==> config.mk <==
export PLATFORM = sky130hd
export DESIGN_NAME = carrier_mixer
export DESIGN_NICKNAME = d
export VERILOG_FILES = /design/src/rtl/carrier_mixer.sv
export SDC_FILE = /design/constraint.sdc
export NUM_CORES = 1
export LEC_CHECK = 0
export ABC_AREA = 1
export ABC_CLOCK_PERIOD_IN_PS = 2810
export BUFFER_PORTS_ARGS = -buffer_cell sky130_fd_sc_hd__clkbuf_2
export CAP_MARGIN = 20
export CELL_PAD_IN_SITES_DETAIL_PLACEMENT = 1
export CELL_PAD_IN_SITES_GLOBAL_PLACEMENT = 1
export CORE_UTILIZATION = 41
export CTS_CLUSTER_DIAMETER = 150
export DETAILED_ROUTE_END_ITERATION = 8
export HOLD_SLACK_MARGIN = 0.06
export PLACE_DENSITY_LB_ADDON = 0.1
export SLEW_MARGIN = 5
export SYNTH_ARGS = -nofsm -noshare
export SYNTH_HDL_FRONTEND = slang
export SYNTH_SLANG_ARGS = --single-unit
==> constraint.sdc <==
create_clock -name clk -period 2.81 [get_ports clk]
set_clock_uncertainty 0.2 [all_clocks]
set_input_delay 0.562 -clock clk [delete_from_list [all_inputs] [get_ports clk]]
set_output_delay 0.562 -clock clk [all_outputs]
set_load 0.05 [all_outputs]
==> src/rtl/carrier_mixer.sv <==
module carrier_mixer #(
  parameter int IN_W   = 14,
  parameter int OUT_W  = 9,
  parameter int NCH    = 6,
  parameter int NOPS   = 4,
  parameter int DAC_CH = NCH - 1
) (
  input  logic                    clk,
  input  logic                    rst_n,
  input  logic signed [IN_W-1:0]  op_value,
  input  logic                    op_carrier,
  input  logic                    dac_en,
  input  logic signed [OUT_W-1:0] dac_value,
  output logic                    frame_start,
  output logic                    smp_valid,
  output logic [2:0]              smp_chan,
  output logic signed [OUT_W-1:0] smp_value
);
  localparam int SHIFT = IN_W - OUT_W;
  localparam int CW    = 3;
  localparam int GW    = $clog2(NOPS);
  localparam logic signed [OUT_W-1:0] TOP = {1'b0, {(OUT_W-1){1'b1}}};
  localparam logic signed [OUT_W-1:0] BOT = {1'b1, {(OUT_W-1){1'b0}}};

  logic [CW-1:0] ch_q;
  logic [GW-1:0] grp_q;
  logic signed [OUT_W-1:0] part_sr [NCH];

  wire signed [OUT_W-1:0] op_red = op_value[IN_W-1:SHIFT];
  wire signed [OUT_W:0]   wide   = {part_sr[0][OUT_W-1], part_sr[0]} + {op_red[OUT_W-1], op_red};
  wire                    ovf    = wide[OUT_W] != wide[OUT_W-1];
  wire signed [OUT_W-1:0] clip   = ovf ? (wide[OUT_W] ? BOT : TOP) : wide[OUT_W-1:0];
  wire signed [OUT_W-1:0] sum_now = op_carrier ? clip : part_sr[0];
  wire last_slot = grp_q == GW'(NOPS - 1);
  wire last_ch   = ch_q == CW'(NCH - 1);

  assign frame_start = (ch_q == '0) && (grp_q == '0);

  always_ff @(posedge clk) begin
    if (!rst_n) begin
      ch_q      <= '0;
      grp_q     <= '0;
      smp_valid <= 1'b0;
      smp_chan  <= '0;
      smp_value <= '0;
      for (int i = 0; i < NCH; i++) part_sr[i] <= '0;
    end else begin
      for (int i = 0; i < NCH - 1; i++) part_sr[i] <= part_sr[i+1];
      part_sr[NCH-1] <= last_slot ? '0 : sum_now;
      if (last_ch) begin
        ch_q  <= '0;
        grp_q <= last_slot ? '0 : grp_q + 1'b1;
      end else begin
        ch_q <= ch_q + 1'b1;
      end
      smp_valid <= last_slot;
      smp_chan  <= last_slot ? ch_q : '0;
      if (!last_slot)
        smp_value <= '0;
      else if (ch_q == CW'(DAC_CH) && dac_en)
        smp_value <= dac_value;
      else
        smp_value <= sum_now;
    end
  end
endmodule


Word level (Yosys, flattened, before mapping)
Memory sizes are Yosys's and may differ from the RTL's.
Index checks and enable logic that the tools add are counted.
{"block": "op_classes", "add_sub_neg": 3, "eq_ne": 3, "muxes": 14, "n_bitwise": 7, "reduce_logical": 6}
{"cell": "$mux 9", "count": 11}
{"cell": "$add 9x9->10", "count": 1}
{"cell": "$or 1x1->1", "count": 6}
{"cell": "$add 3x1->3 const B", "count": 1}
{"cell": "$eq 3x3->1 const B", "count": 1}
{"cell": "$logic_not 3->1", "count": 1}
{"cell": "$add 2x1->2 const B", "count": 1}
{"cell": "$eq 2x2->1 const B", "count": 1}
{"cell": "$logic_and 1x1->1", "count": 2}
{"cell": "$logic_not 2->1", "count": 1}
{"cell": "$mux 1", "count": 2}
{"cell": "$mux 2", "count": 1}
{"cell": "$reduce_and 2->1", "count": 1}
{"cell": "$reduce_or 2->1", "count": 1}
{"cell": "$ne 1x1->1", "count": 1}
{"cell": "$not 1->1", "count": 1}
{"block": "totals", "regBits": 18, "mem_bits_rw": 54, "inputBits": 27, "out_inout_bits": 14, "wordCells": 39, "memories": 1}
{"name": "part_sr", "depth": 6, "width": 9, "read_ports": 6, "rd_clocked_by_memory_dff": 0, "write_ports": 6, "line_no": "27", "rtl": "logic signed [OUT_W-1:0] part_sr [NCH];"}

Depth between registers and ports, before layout
Gate-level depths: netlist of the first run.
{"block": "depth", "depth_word": 6, "ltp_mapped": 15}

Worst setup path before layout of the first run
No wires, ideal clock.
{"block": "synth_timing", "path_type": "input port to flip-flop", "from": "input port op_value[5]", "to": "register smp_value[7]", "setup_ps": 122, "arrival_time_ps": 2109, "path_slack_ps": 379, "stages": 12, "path_buffers": 0, "path_cell_list": "ha_1 -> inv_1 -> fa_1 -> nand3b_1 -> nand2_1 -> nand2_1 -> nand3_1 -> nand2_1 -> a21oi_4 -> nand2_1 -> nand2_2 -> a21oi_2"}
{"block": "synth_via", "elab_chain_len": 5, "elab_cells_between_ends": 6, "classes_between": "add/sub: 1; eq/ne: 1; mux: 4"}
{"element": "from (decl)", "line_no": "10", "rtl": "input logic signed [IN_W-1:0] op_value,"}
{"element": "$add 9x9->10 (*)", "line_no": "30", "rtl": "wire signed [OUT_W:0] wide = {part_sr[0][OUT_W-1], part_sr[0]} + {op_red[OUT_W-1], op_red};"}
{"element": "$mux 9 / $ne 1x1->1 (equally long branches)", "line_no": "32, 31"}
{"element": "$mux 9 (*)", "line_no": "32", "rtl": "wire signed [OUT_W-1:0] clip = ovf ? (wide[OUT_W] ? BOT : TOP) : wide[OUT_W-1:0];"}
{"element": "$mux 9 (*)", "line_no": "33", "rtl": "wire signed [OUT_W-1:0] sum_now = op_carrier ? clip : part_sr[0];"}
{"element": "$mux 9 (*)", "line_no": "60", "rtl": "else if (ch_q == CW'(DAC_CH) && dac_en)"}
{"element": "to (signal assigned)", "line_no": "61", "rtl": "smp_value <= dac_value;"}
{"element": "to (signal assigned)", "line_no": "63", "rtl": "smp_value <= sum_now;"}
{"element": "to (decl)", "line_no": "17", "rtl": "output logic signed [OUT_W-1:0] smp_value"}
Mark *: on every way between the ends. The rest lies on a longest branch, timed or not.
A chain may end at the register's enable or synchronous reset.

==> results of run 1 <==
==> worst max-delay path: stages (launching register included) <==
cell	delay (ns)
dfxtp_1	0.33
ha_1	0.17
inv_1	0.07
fa_1	0.38
nand3b_1	0.16
nand2_1	0.12
nand2_1	0.11
nand3_1	0.10
nand2_1	0.12
a21oi_4	0.23
nand2_1	0.09
nand2_2	0.10
nor2_1	0.07
==> worst paths after layout <==
path | from | endpoint | slack [ns] | cells after the start
worst min-delay path | part_sr[1][0] | part_sr[0][0] | 0.21 | 2
worst min register to register | part_sr[1][0] | part_sr[0][0] | 0.21 | 2
worst max-delay path | part_sr[0][0] | part_sr[5][3] | 0.44 | 12
worst max register to register | part_sr[0][0] | part_sr[5][3] | 0.44 | 12
==> stage by stage <==
step	setup WS (ns)	std cells	hold WS (ns)	total power [mW]	cell area, um2
2_1_floorplan	0.379	356	0.190	1.18	2850
3_3_place_gp	0.0866	469	0.194	1.23	3140
3_5_place_dp	0.0823	469	0.200	1.24	3140
4_1_cts	0.411	485	0.214	2.00	3330
5_1_grt	0.242	485	0.234	2.07	3330
6_report	0.438	485	0.210	1.97	3330
==> logic make-up (layout without fill, tap and decap cells) <==
| logic type | Yosys count | after routing |
|---|---|---|
| simple gates | 156 | 156 |
| flops | 72 | 72 |
| fa+ha+maj | 15 | 15 |
| compound gates | 28 | 28 |
| xor+xnor | 6 | 6 |
| buf+inv | 79 | 128 |
==> per-layer routing <==
metal,up-vias,part of all wire [%],GRT usage (%)
met5,-,0,0
met4,0,1.6,8.18
met3,8,2.6,4.96
met2,22,49,29.5
met1,1023,47,21.6
li1,1142,-,-
==> cells in the mapped netlist (5+ instances only) <==
| cell | count |
|---|---|
| a21oi_1 | 6 |
| a21oi_2 | 7 |
| clkbuf_1 | 5 |
| dfxtp_1 | 72 |
| ha_1 | 14 |
| inv_1 | 71 |
| nand2_1 | 98 |
| nand2_2 | 11 |
| nand3_1 | 8 |
| nor2_1 | 23 |
| o21ai_0 | 8 |
| or2_2 | 7 |
==> state kept, by name (all words and copies together) (netlist names) <==
name	flops
smp_chan	3
smp_valid	1
grp_q	2
ch_q	3
part_sr	54
smp_value	9
==> power by group through the flow <==
stage,logic (mW),registers [mW],clock network [mW]
4_1_cts,0.158,1.05,0.791
3_3_place_gp,0.154,1.08,0
2_1_floorplan,0.109,1.08,0
6_report,0.155,1.05,0.757
5_1_grt,0.176,1.06,0.838
3_5_place_dp,0.157,1.08,0
==> area by class of cell <==
type / instances / area (um2)
Fill cell: 851 / 3430
Sequential cell: 72 / 1440
Multi-Input combinational cell: 205 / 1110
Inverter: 72 / 270
Timing Repair Buffer: 40 / 213
Clock buffer: 11 / 151
Tap cell: 80 / 100
Clock inverter: 5 / 38.8
==> metrics.md, run 1 <==
| Metric | Value |
|---|---|
| TritonCTS buffer count | `9` |
| Achievable clock frequency | `about 420 MHz` |
| 1st-iter DRT viols | `63` |
| #FFs+latches synth | `between 70 and 80` |
| Layout cells sized above 1 | `between 20% and 30%` |
| Switch share | `25.1%` |
| Synth top area cells | `dfxtp_1 51%, nand2_1 13%, inv_1 9.3%` |
| Tcrit/Tclk final | `between 80% and 90%` |
| Worst-path fanout max | `6` |
| Post-Synth XOR/XNOR Area | `1.84%` |
| Area share of the largest cell type after synthesis | `about half` |
| RD Place Congestion | `between 0.7 and 0.8` |
| Clock Path Buffers | `2` |
| Hold Path Class | `reg2reg` |
| H-tree depth | `3` |
| DRC violations left | `0` |
| Mapped Nets | `between 300 and 400` |
| Largest family of logic cells by synthesized area | `simple AND/OR/NAND/NOR gates` |
| Seq/Total Area, Yosys | `50.5%` |
| Simple-Gate Fraction of Synth Area | `around a quarter` |
| Clock slew at reported path FFs | `about 0.070 ns` |
| Share of total power in sequential cells | `53.6%` |
| Slew at the pin with the worst max-slew slack | `around 0.42 ns` |
| Hold_buf cts | `0` |
| Yosys Warn Count | `0` |
| Clk pwr share | `between 30% and 40%` |
| Outcome | `finished, final reports clean` |
| Num Clock Sinks | `72` |
| Root buf cell | `clkbuf_8` |
| Lkg Pwr | `1.92 nW` |
| Unrepaired setup endpoints after global routing | `no` |
| CP Capture Type | `flip-flop` |
| Fin. max-slew vios | `0` |
| Synth unique cells | `30` |
| Synthesized netlist cell count | `~360` |
| Max-slew headroom | `a little under three quarters` |
| # Post-CTS Setup Buffers | `0` |
| Antenna Cells | `0` |
| Final setup viols | `0` |
| Area leader, netlist | `dfxtp_1` |
| Max VDD drop | `about 0.00046 V` |
| Post-synth top flop | `dfxtp_1` |
| Core area | `~6800 um2` |
| Complex-gate fraction of the synthesized area | `6.62%` |
| Comb power frac | `between 7 and 8%` |
| Area grow syn2layout | `16.6%` |
| Routed WL per cell | `around 12 um` |
| Largest net degree at the start of global routing | `between 40 and 50` |
| CP required | `2.83 ns` |
| Critical setup path kind | `reg2reg` |
| Utilization after layout | `between 40% and 50%` |
| GRT Util Overall | `17.8%` |
| Total length of routed wires | `between 5000 and 6000 um` |
| Clock latency on the worst-skew pair | `0.34 ns` |
| CTS tree | `done` |
| Die Outline Area | `between 7000 and 8000 um2` |
| Final-stage net count | `442` |
| Detailed Place HPWL | `~4500 um` |
| Commonest non-fill, non-tap cell in the layout | `nand2_1` |
| Overflow after GRT | `0` |
| Ys async rst share | `0%` |
| Initial Utilization | `between 40% and 50%` |
| # port buffers | `35` |
| Initial antenna violation count | `0` |
| Pre-Repair DR Iteration Count | `4` |
| First-pass GRT wire length | `around 9700 um` |
| Critical Path AT | `approximately 2.4 ns` |
| Mean post-synth cell area | `around 8.0 um2` |
| Setup TNS | `0 ns` |
| Die extent in x | `roughly 85 um` |
| IO Pins | `just over 40` |
| Post-synth EDFFs | `0` |
| Pwr dens | `between 500 and 600 nW/um2` |
| Core Rows | `30` |
| Mux share of post-synthesis cell area | `0%` |
| Most frequent cells in the layout | `98 x nand2_1, 72 x dfxtp_1, 71 x inv_1` |
| Number of global-route vias before repair | `around 2100` |
| Post-synthesis adder-cell area fraction | `under 10%` |
| Vias per cell | `around 4.5` |
| Startpoint Class | `flip-flop` |
| DRT antenna net count | `0` |
| Post-Syn Area | `roughly 2900 um2` |
| Max_cap viols | `0` |
| Number of failing hold endpoints at the final stage | `0` |
| Internal power | `1.47 mW` |
| Post-layout min period | `~2.4 ns` |
| Vias | `between 2000 and 2500` |
| Psw | `0.494 mW` |
| Die Y | `around 85 um` |
| Resized Gates After CTS | `0` |
(Power assumes the default switching activity.)
==> run 2, diff against run 1 <==
--- a/config.mk
+++ b/config.mk
@@ -6,7 +6,7 @@
 export NUM_CORES = 1
 export LEC_CHECK = 0
 export ABC_AREA = 1
-export ABC_CLOCK_PERIOD_IN_PS = 2810
+export ABC_CLOCK_PERIOD_IN_PS = 2400
 export BUFFER_PORTS_ARGS = -buffer_cell sky130_fd_sc_hd__clkbuf_2
 export CAP_MARGIN = 20
 export CELL_PAD_IN_SITES_DETAIL_PLACEMENT = 1
==> constraint.sdc (replaced) <==
create_clock -name clk -period 2.4 [get_ports clk]
set_clock_uncertainty 0.2 [all_clocks]
set_input_delay 0.48 -clock clk [delete_from_list [all_inputs] [get_ports clk]]
set_output_delay 0.48 -clock clk [all_outputs]
set_load 0.05 [all_outputs]
==> run 2 against run 1 <==
Utilization up 1.6 points. Wire length up 1.6%. Non-clock buffer count up 5. Sequential power up 18%. Register-to-register slack worse by 0.26 ns. Global-route usage up 0.071 points. Combinational power up 23%. Setup slack worse by 0.26 ns. Power up 27%. Flip-flop and latch count unchanged. Largest cell class unchanged.
==> metrics.md, run 2 (synthesized netlist as in run 1, its figures left out) <==
| Metric | Value |
|---|---|
| Post-Layout Cell Count | `490 (+1.0%)` |
| Slowest CP cell | `dfxtp_1` |
| 1st-iter DRT viols | `86 (+37%)` |
| Die Y | `85.4 um (unchanged)` |
| Number of failing hold endpoints at the final stage | `0 (unchanged)` |
| RD Place Congestion | `0.726 (-4.8%)` |
| Core Rows | `30 (unchanged)` |
| Layout cells sized above 1 | `25.1% (+3.6 points)` |
| Area grow syn2layout | `20.5%` |
| Achievable clock frequency | `451 MHz (+6.9%)` |
| Vias | `2228 (+1.5%)` |
| Initial antenna violation count | `0 (unchanged)` |
| Utilization after layout | `50.9% (+1.6 points)` |
| Crit path largest cell delay | `0.34 ns (-0.04 ns)` |
| Hold Path Origin | `part_sr[1][3]` |
| Num Clock Sinks | `72 (unchanged)` |
| Max FFs per register | `54 (unchanged)` |
| Outcome | `finished, final reports clean` |
| Slew at the pin with the worst max-slew slack | `0.317 ns (-0.103 ns)` |
| Clock slew at reported path FFs | `0.08 ns (about the same)` |
| Largest net degree at the start of global routing | `26 (-45%)` |
| Vias per cell | `4.55 (+0.47%)` |
| First-pass GRT wire length | `9950 um (+2.1%)` |
| Max VDD drop | `0.000486 V (+5.5%)` |
| Worst r2r src | `part_sr[0][0]` |
| Hold WS | `0.211 ns (+0.000331 ns)` |
| Clock Path Buffers | `2 (unchanged)` |
| Max-slew headroom | `78.8% (+6.8 points)` |
| Startpoint Class | `flip-flop` |
| Hold Path Class | `reg2reg` |
| Clock latency on the worst-skew pair | `0.34 ns (about the same)` |
| Worst path bufs/invs | `1 (unchanged)` |
| CP Capture Type | `flip-flop` |
| Pwr dens | `725 nW/um2 (+23%)` |
| Comb power frac | `7.6% (-0.3 points)` |
| DRC violations left | `0 (unchanged)` |
| Clk pwr share | `42.8% (+4.3 points)` |
| Internal power | `1.89 mW (+28%)` |
| Top Registers | `part_sr (54), smp_value (9)` |
| Routed WL per cell | `12.1 um (+0.56%)` |
| Largest register by flop count | `part_sr` |
| IO Pins | `41 (unchanged)` |
| Most frequent cells in the layout | `93 x nand2_1, 72 x dfxtp_1, 71 x inv_1` |
| Final-stage net count | `447 (+1.1%)` |
| Die extent in x | `85.4 um (unchanged)` |
| Setup TNS | `0 ns (unchanged)` |
| Detailed Place HPWL | `4430 um (-1.4%)` |
| Die Outline Area | `7300 um2 (unchanged)` |
| Placed Instances | `474 (+1.1%)` |
| Antenna Cells | `0 (unchanged)` |
| Overflow after GRT | `0 (unchanged)` |
| Critical path startpoint | `part_sr[0][0]` |
| Final setup viols | `0 (unchanged)` |
| Share of total power in sequential cells | `49.6% (-4.0 points)` |
| Reg2Reg Setup Slack | `0.18 ns (-0.26 ns)` |
| Pre-Repair DR Iteration Count | `4 (unchanged)` |
| Psw | `0.606 mW (+23%)` |
| Initial Utilization | `42.2% (unchanged)` |
| Tcrit/Tclk final | `92.4% (+8.0 points)` |
| Unrepaired setup endpoints after global routing | `no` |
| Critical Path AT | `2.24 ns (-0.15 ns)` |
| Root buf cell | `clkbuf_8` |
| Switch share | `24.3% (-0.85 points)` |
| Setup slack at placement | `-0.173 ns (-0.255 ns)` |
| Worst-path fanout max | `6 (unchanged)` |
| CTS tree | `done` |
| Fin area | `3440 um2 (+3.3%)` |
| Delay-heaviest family, CP | `simple AND/OR/NAND/NOR gates` |
| Lkg Pwr | `1.96 nW (+2.0%)` |
| TritonCTS buffer count | `9 (unchanged)` |
| Total length of routed wires | `5920 um (+1.6%)` |
| Commonest non-fill, non-tap cell in the layout | `nand2_1` |
| Number of global-route vias before repair | `2221 (+4.7%)` |
| Critical setup path kind | `reg2reg` |
| CP cell instances | `ha_2 -> inv_1 -> fa_2 -> nand3b_1 -> nand2_2 -> nand2_2 -> nand3_1 -> nand2_2 -> a21oi_4 -> nand2_1 -> nand2_2 -> nor2_1` |
| Post-place instance area | `3170 um2 (+1.2%)` |
| H-tree depth | `3 (unchanged)` |
| Core area | `6760 um2 (unchanged)` |
| Worst Slack Setup Final | `0.181 ns (-0.256 ns)` |
| Max_cap viols | `0 (unchanged)` |
| # port buffers | `35 (unchanged)` |
| GRT Util Overall | `17.9% (+0.071 points)` |
| DRT antenna net count | `0 (unchanged)` |
| Overall power | `2.49 mW (+27%)` |
| CP most frequent cell | `nand2_2` |
| Fin. max-slew vios | `0 (unchanged)` |
| CP required | `2.42 ns (-0.41 ns)` |
| Post-layout min period | `2.22 ns (-0.154 ns)` |
-- run 2: changes by cell type in the layout (fill, tap and decap cells not counted), moves of 2 or more --
cell,before,now
clkbuf_8,11,9
a21oi_1,6,4
buf_4,5,10
nand2_2,11,16
a21oi_2,7,9
bufinv_16,0,2
nand2_1,98,93
-- run 2: power by group through the flow --
stage / Clock, mW / Combinational [mW] / Sequential (mW)
2_1_floorplan: 0 / 0.128 / 1.26
3_3_place_gp: 0 / 0.184 / 1.26
3_5_place_dp: 0 / 0.186 / 1.26
4_1_cts: 1.10 / 0.189 / 1.24
5_1_grt: 1.15 / 0.215 / 1.24
6_report: 1.07 / 0.190 / 1.24
-- run 2: path summary, 6_finish.rpt --
| kind | end | cells after the start |
|---|---|---|
| worst min register to register | part_sr[0][3] | 2 |
| worst max register to register | part_sr[5][3] | 12 |
| worst min-delay path | part_sr[0][3] | 2 |
| worst max-delay path | part_sr[5][3] | 12 |
-- run 2: worst min-delay path: cells and delay by family (launching register included) --
family,cells,cell delay [ns]
buffers and inverters,1,0.04
DFF,1,0.31
and+or+nand+nor,1,0.05
-- run 2: final cells by class --
| cell class | instances | area [um2] |
|---|---|---|
| fillers | 853 | 3320 |
| flip-flops and latches | 72 | 1440 |
| multi-input cells | 205 | 1150 |
| inverters | 72 | 270 |
| repair buffers | 45 | 250 |
| clock buffers | 9 | 124 |
| clock inverters | 7 | 103 |
| well taps | 80 | 100 |
-- run 2: metal layers --
metal  vias to the layer above  wire length (um)  GRT usage [%]
li1                       1151                 -              -
met1                      1041              2860           21.7
met2                        25              2810           30.6
met3                        11               151           4.18
met4                         0               102           7.27
met5                         -                 0              0
-- run 2: timing repair --
item                                    in CTS  in global routing
gates resized for setup                      0                 11
hold buffers                                 0                  0
buffers inserted                             0                  0
endpoints found under the setup margin       0                 16
==> run 3, diff against run 2 <==
--- a/config.mk
+++ b/config.mk
@@ -11,8 +11,9 @@
 export CAP_MARGIN = 20
 export CELL_PAD_IN_SITES_DETAIL_PLACEMENT = 1
 export CELL_PAD_IN_SITES_GLOBAL_PLACEMENT = 1
-export CORE_UTILIZATION = 41
+export CORE_UTILIZATION = 30
 export CTS_CLUSTER_DIAMETER = 150
+export CTS_CLUSTER_SIZE = 25
 export DETAILED_ROUTE_END_ITERATION = 8
 export HOLD_SLACK_MARGIN = 0.06
 export PLACE_DENSITY_LB_ADDON = 0.1
==> run 3 against run 2 <==
Hold slack improved by 0.0025 ns. Clock-buffer cell count rose by 1. Via count fell by 2.8%. Non-clock buffer count fell by 1. Sequential share of layout area fell by 0.64 points. Utilization fell by 13 points. Critical path type unchanged. Largest power group unchanged.
==> metrics.md, run 3 (synthesized netlist as in run 1, its figures left out) <==
| Metric | Value |
|---|---|
| Number of failing hold endpoints at the final stage | `0 (unchanged)` |
| Slew at the pin with the worst max-slew slack | `0.431 ns (+0.115 ns)` |
| Num Clock Sinks | `72 (unchanged)` |
| Vias per cell | `4.03 (-11%)` |
| Core Rows | `35 (+17%)` |
| Overflow after GRT | `0 (unchanged)` |
| RD Place Congestion | `0.706 (-2.7%)` |
| Critical Path AT | `2.30 ns (+0.06 ns)` |
| Layout cells sized above 1 | `25.2% (+0.061 points)` |
| TritonCTS buffer count | `9 (unchanged)` |
| Clock latency on the worst-skew pair | `0.34 ns (about the same)` |
| Die extent in x | `99.5 um (+17%)` |
| Worst r2r src | `part_sr[0][0]` |
| Max_cap viols | `0 (unchanged)` |
| IO Pins | `41 (unchanged)` |
| Tcrit/Tclk final | `92.4% (about the same)` |
| Top Registers | `part_sr (54), smp_value (9)` |
| 1st-iter DRT viols | `46 (-47%)` |
| Vias | `2166 (-2.8%)` |
| Hold Path Stages | `2 (unchanged)` |
| Initial Utilization | `30.9% (-11 points)` |
| Max-slew headroom | `71.3% (-7.5 points)` |
| Initial antenna violation count | `0 (unchanged)` |
| Die Y | `99.5 um (+17%)` |
| CP Capture Point | `smp_value[6]` |
| Hold Path Class | `reg2reg` |
| Antenna Cells | `0 (unchanged)` |
| Clock slew at reported path FFs | `0.09 ns (about the same)` |
| Setup slack at placement | `-0.194 ns (-0.0210 ns)` |
| Final-stage net count | `446 (-0.22%)` |
| Startpoint Class | `flip-flop` |
| CP required | `2.48 ns (+0.06 ns)` |
| Overall power | `2.50 mW (+0.40%)` |
| Root buf cell | `clkbuf_8` |
| Critical path startpoint | `part_sr[0][0]` |
| Number of global-route vias before repair | `2116 (-4.7%)` |
| Fin. max-slew vios | `0 (unchanged)` |
| DRT antenna net count | `0 (unchanged)` |
| Outcome | `finished, final reports clean` |
| Largest net degree at the start of global routing | `46 (+77%)` |
| Reg2Reg Setup Slack | `0.18 ns (about the same)` |
| Core area | `9240 um2 (+37%)` |
| Commonest non-fill, non-tap cell in the layout | `nand2_1` |
| Most frequent cells in the layout | `93 x nand2_1, 71 x inv_1, 71 x dfxtp_1` |
| CTS tree | `done` |
| Critical setup path kind | `reg2reg` |
| First-pass GRT wire length | `10100 um (+1.4%)` |
| Max FFs per register | `54 (unchanged)` |
| Die Outline Area | `9910 um2 (+36%)` |
| Largest register by flop count | `part_sr` |
| Worst-path fanout max | `2 (-4)` |
| Post-layout min period | `2.22 ns (-0.000291 ns)` |
| Pwr dens | `717 nW/um2 (-1.2%)` |
| Detailed Place HPWL | `4620 um (+4.3%)` |
| Hold WS | `0.213 ns (+0.00254 ns)` |
| Hold Path Origin | `part_sr[1][8]` |
| Lkg Pwr | `1.96 nW (+0.10%)` |
| RR Endpoint | `smp_value[6]` |
| Achievable clock frequency | `451 MHz (about the same)` |
| Pre-Repair DR Iteration Count | `4 (unchanged)` |
| Max VDD drop | `0.000300 V (-38%)` |
| Final setup viols | `0 (unchanged)` |
| # port buffers | `35 (unchanged)` |
| Area grow syn2layout | `22.4%` |
| GRT Util Overall | `13.5% (-4.5 points)` |
| Worst Slack Setup Final | `0.182 ns (+0.000291 ns)` |
| DRC violations left | `0 (unchanged)` |
| Routed WL per cell | `11.2 um (-7.5%)` |
| Total length of routed wires | `6020 um (+1.6%)` |
| CP Capture Type | `flip-flop` |
| Unrepaired setup endpoints after global routing | `no` |
| Worst Reg-to-Reg Cells | `13 (+1)` |
| Clock Path Buffers | `2 (unchanged)` |
| H-tree depth | `3 (unchanged)` |
| Hold_buf cts | `0 (unchanged)` |
-- run 3: what timing repair did --
action	4_1_cts	5_1_grt
endpoints found under the setup margin	0	16
resized for setup	0	12
setup buffers	0	0
-- run 3: layout make-up --
| class | instances | area, um2 |
|---|---|---|
| fillers | 1119 | 5750 |
| clock buffers | 10 | 138 |
| inverters | 72 | 270 |
| multi-input cells | 205 | 1150 |
| flip-flops and latches | 72 | 1440 |
| clock inverters | 6 | 91.3 |
| well taps | 129 | 161 |
| repair buffers | 44 | 243 |
-- run 3: routing by layer --
layer | global-route usage [%] | wire [um]
met1 | 17.5 | 3010
met3 | 3.23 | 151
met4 | 5.43 | 72
met5 | 0 | 0
met2 | 21.5 | 2790
-- run 3: critical path, stage by stage (launching register included) --
cell	delay [ns]
dfxtp_2	0.33
ha_2	0.17
inv_1	0.06
fa_2	0.34
nand3b_1	0.18
nand2_2	0.09
buf_4	0.11
nand3_1	0.07
nand2_2	0.08
xor2_2	0.17
nand2_1	0.08
nand2_1	0.08
nand2_2	0.08
a21oi_2	0.11
-- run 3: power breakdown --
part           switching, mW  leakage, nW  internal (mW)  total, mW
logic                  0.120         1.26         0.0690      0.189
registers             0.0126        0.585           1.22       1.24
clock network          0.461        0.117          0.619       1.08
-- run 3: how the worst min path moves through the flow --
stage,endpoint
finish,part_sr[0][8]
CTS,part_sr[2][1]
global placement,part_sr[2][5]
floorplan,part_sr[0][0]
global route,part_sr[1][5]
detailed placement,part_sr[0][2]
-- run 3: through the flow --
stage,cell area [um2],util (%),std cells,TNS (ns)
floorplan,2850,-,356,0
global placement,3230,34.9,522,-2.70
detailed placement,3230,34.9,522,-2.73
CTS,3460,37.4,538,0
global route,3490,37.8,538,0
finish,3490,37.8,538,0
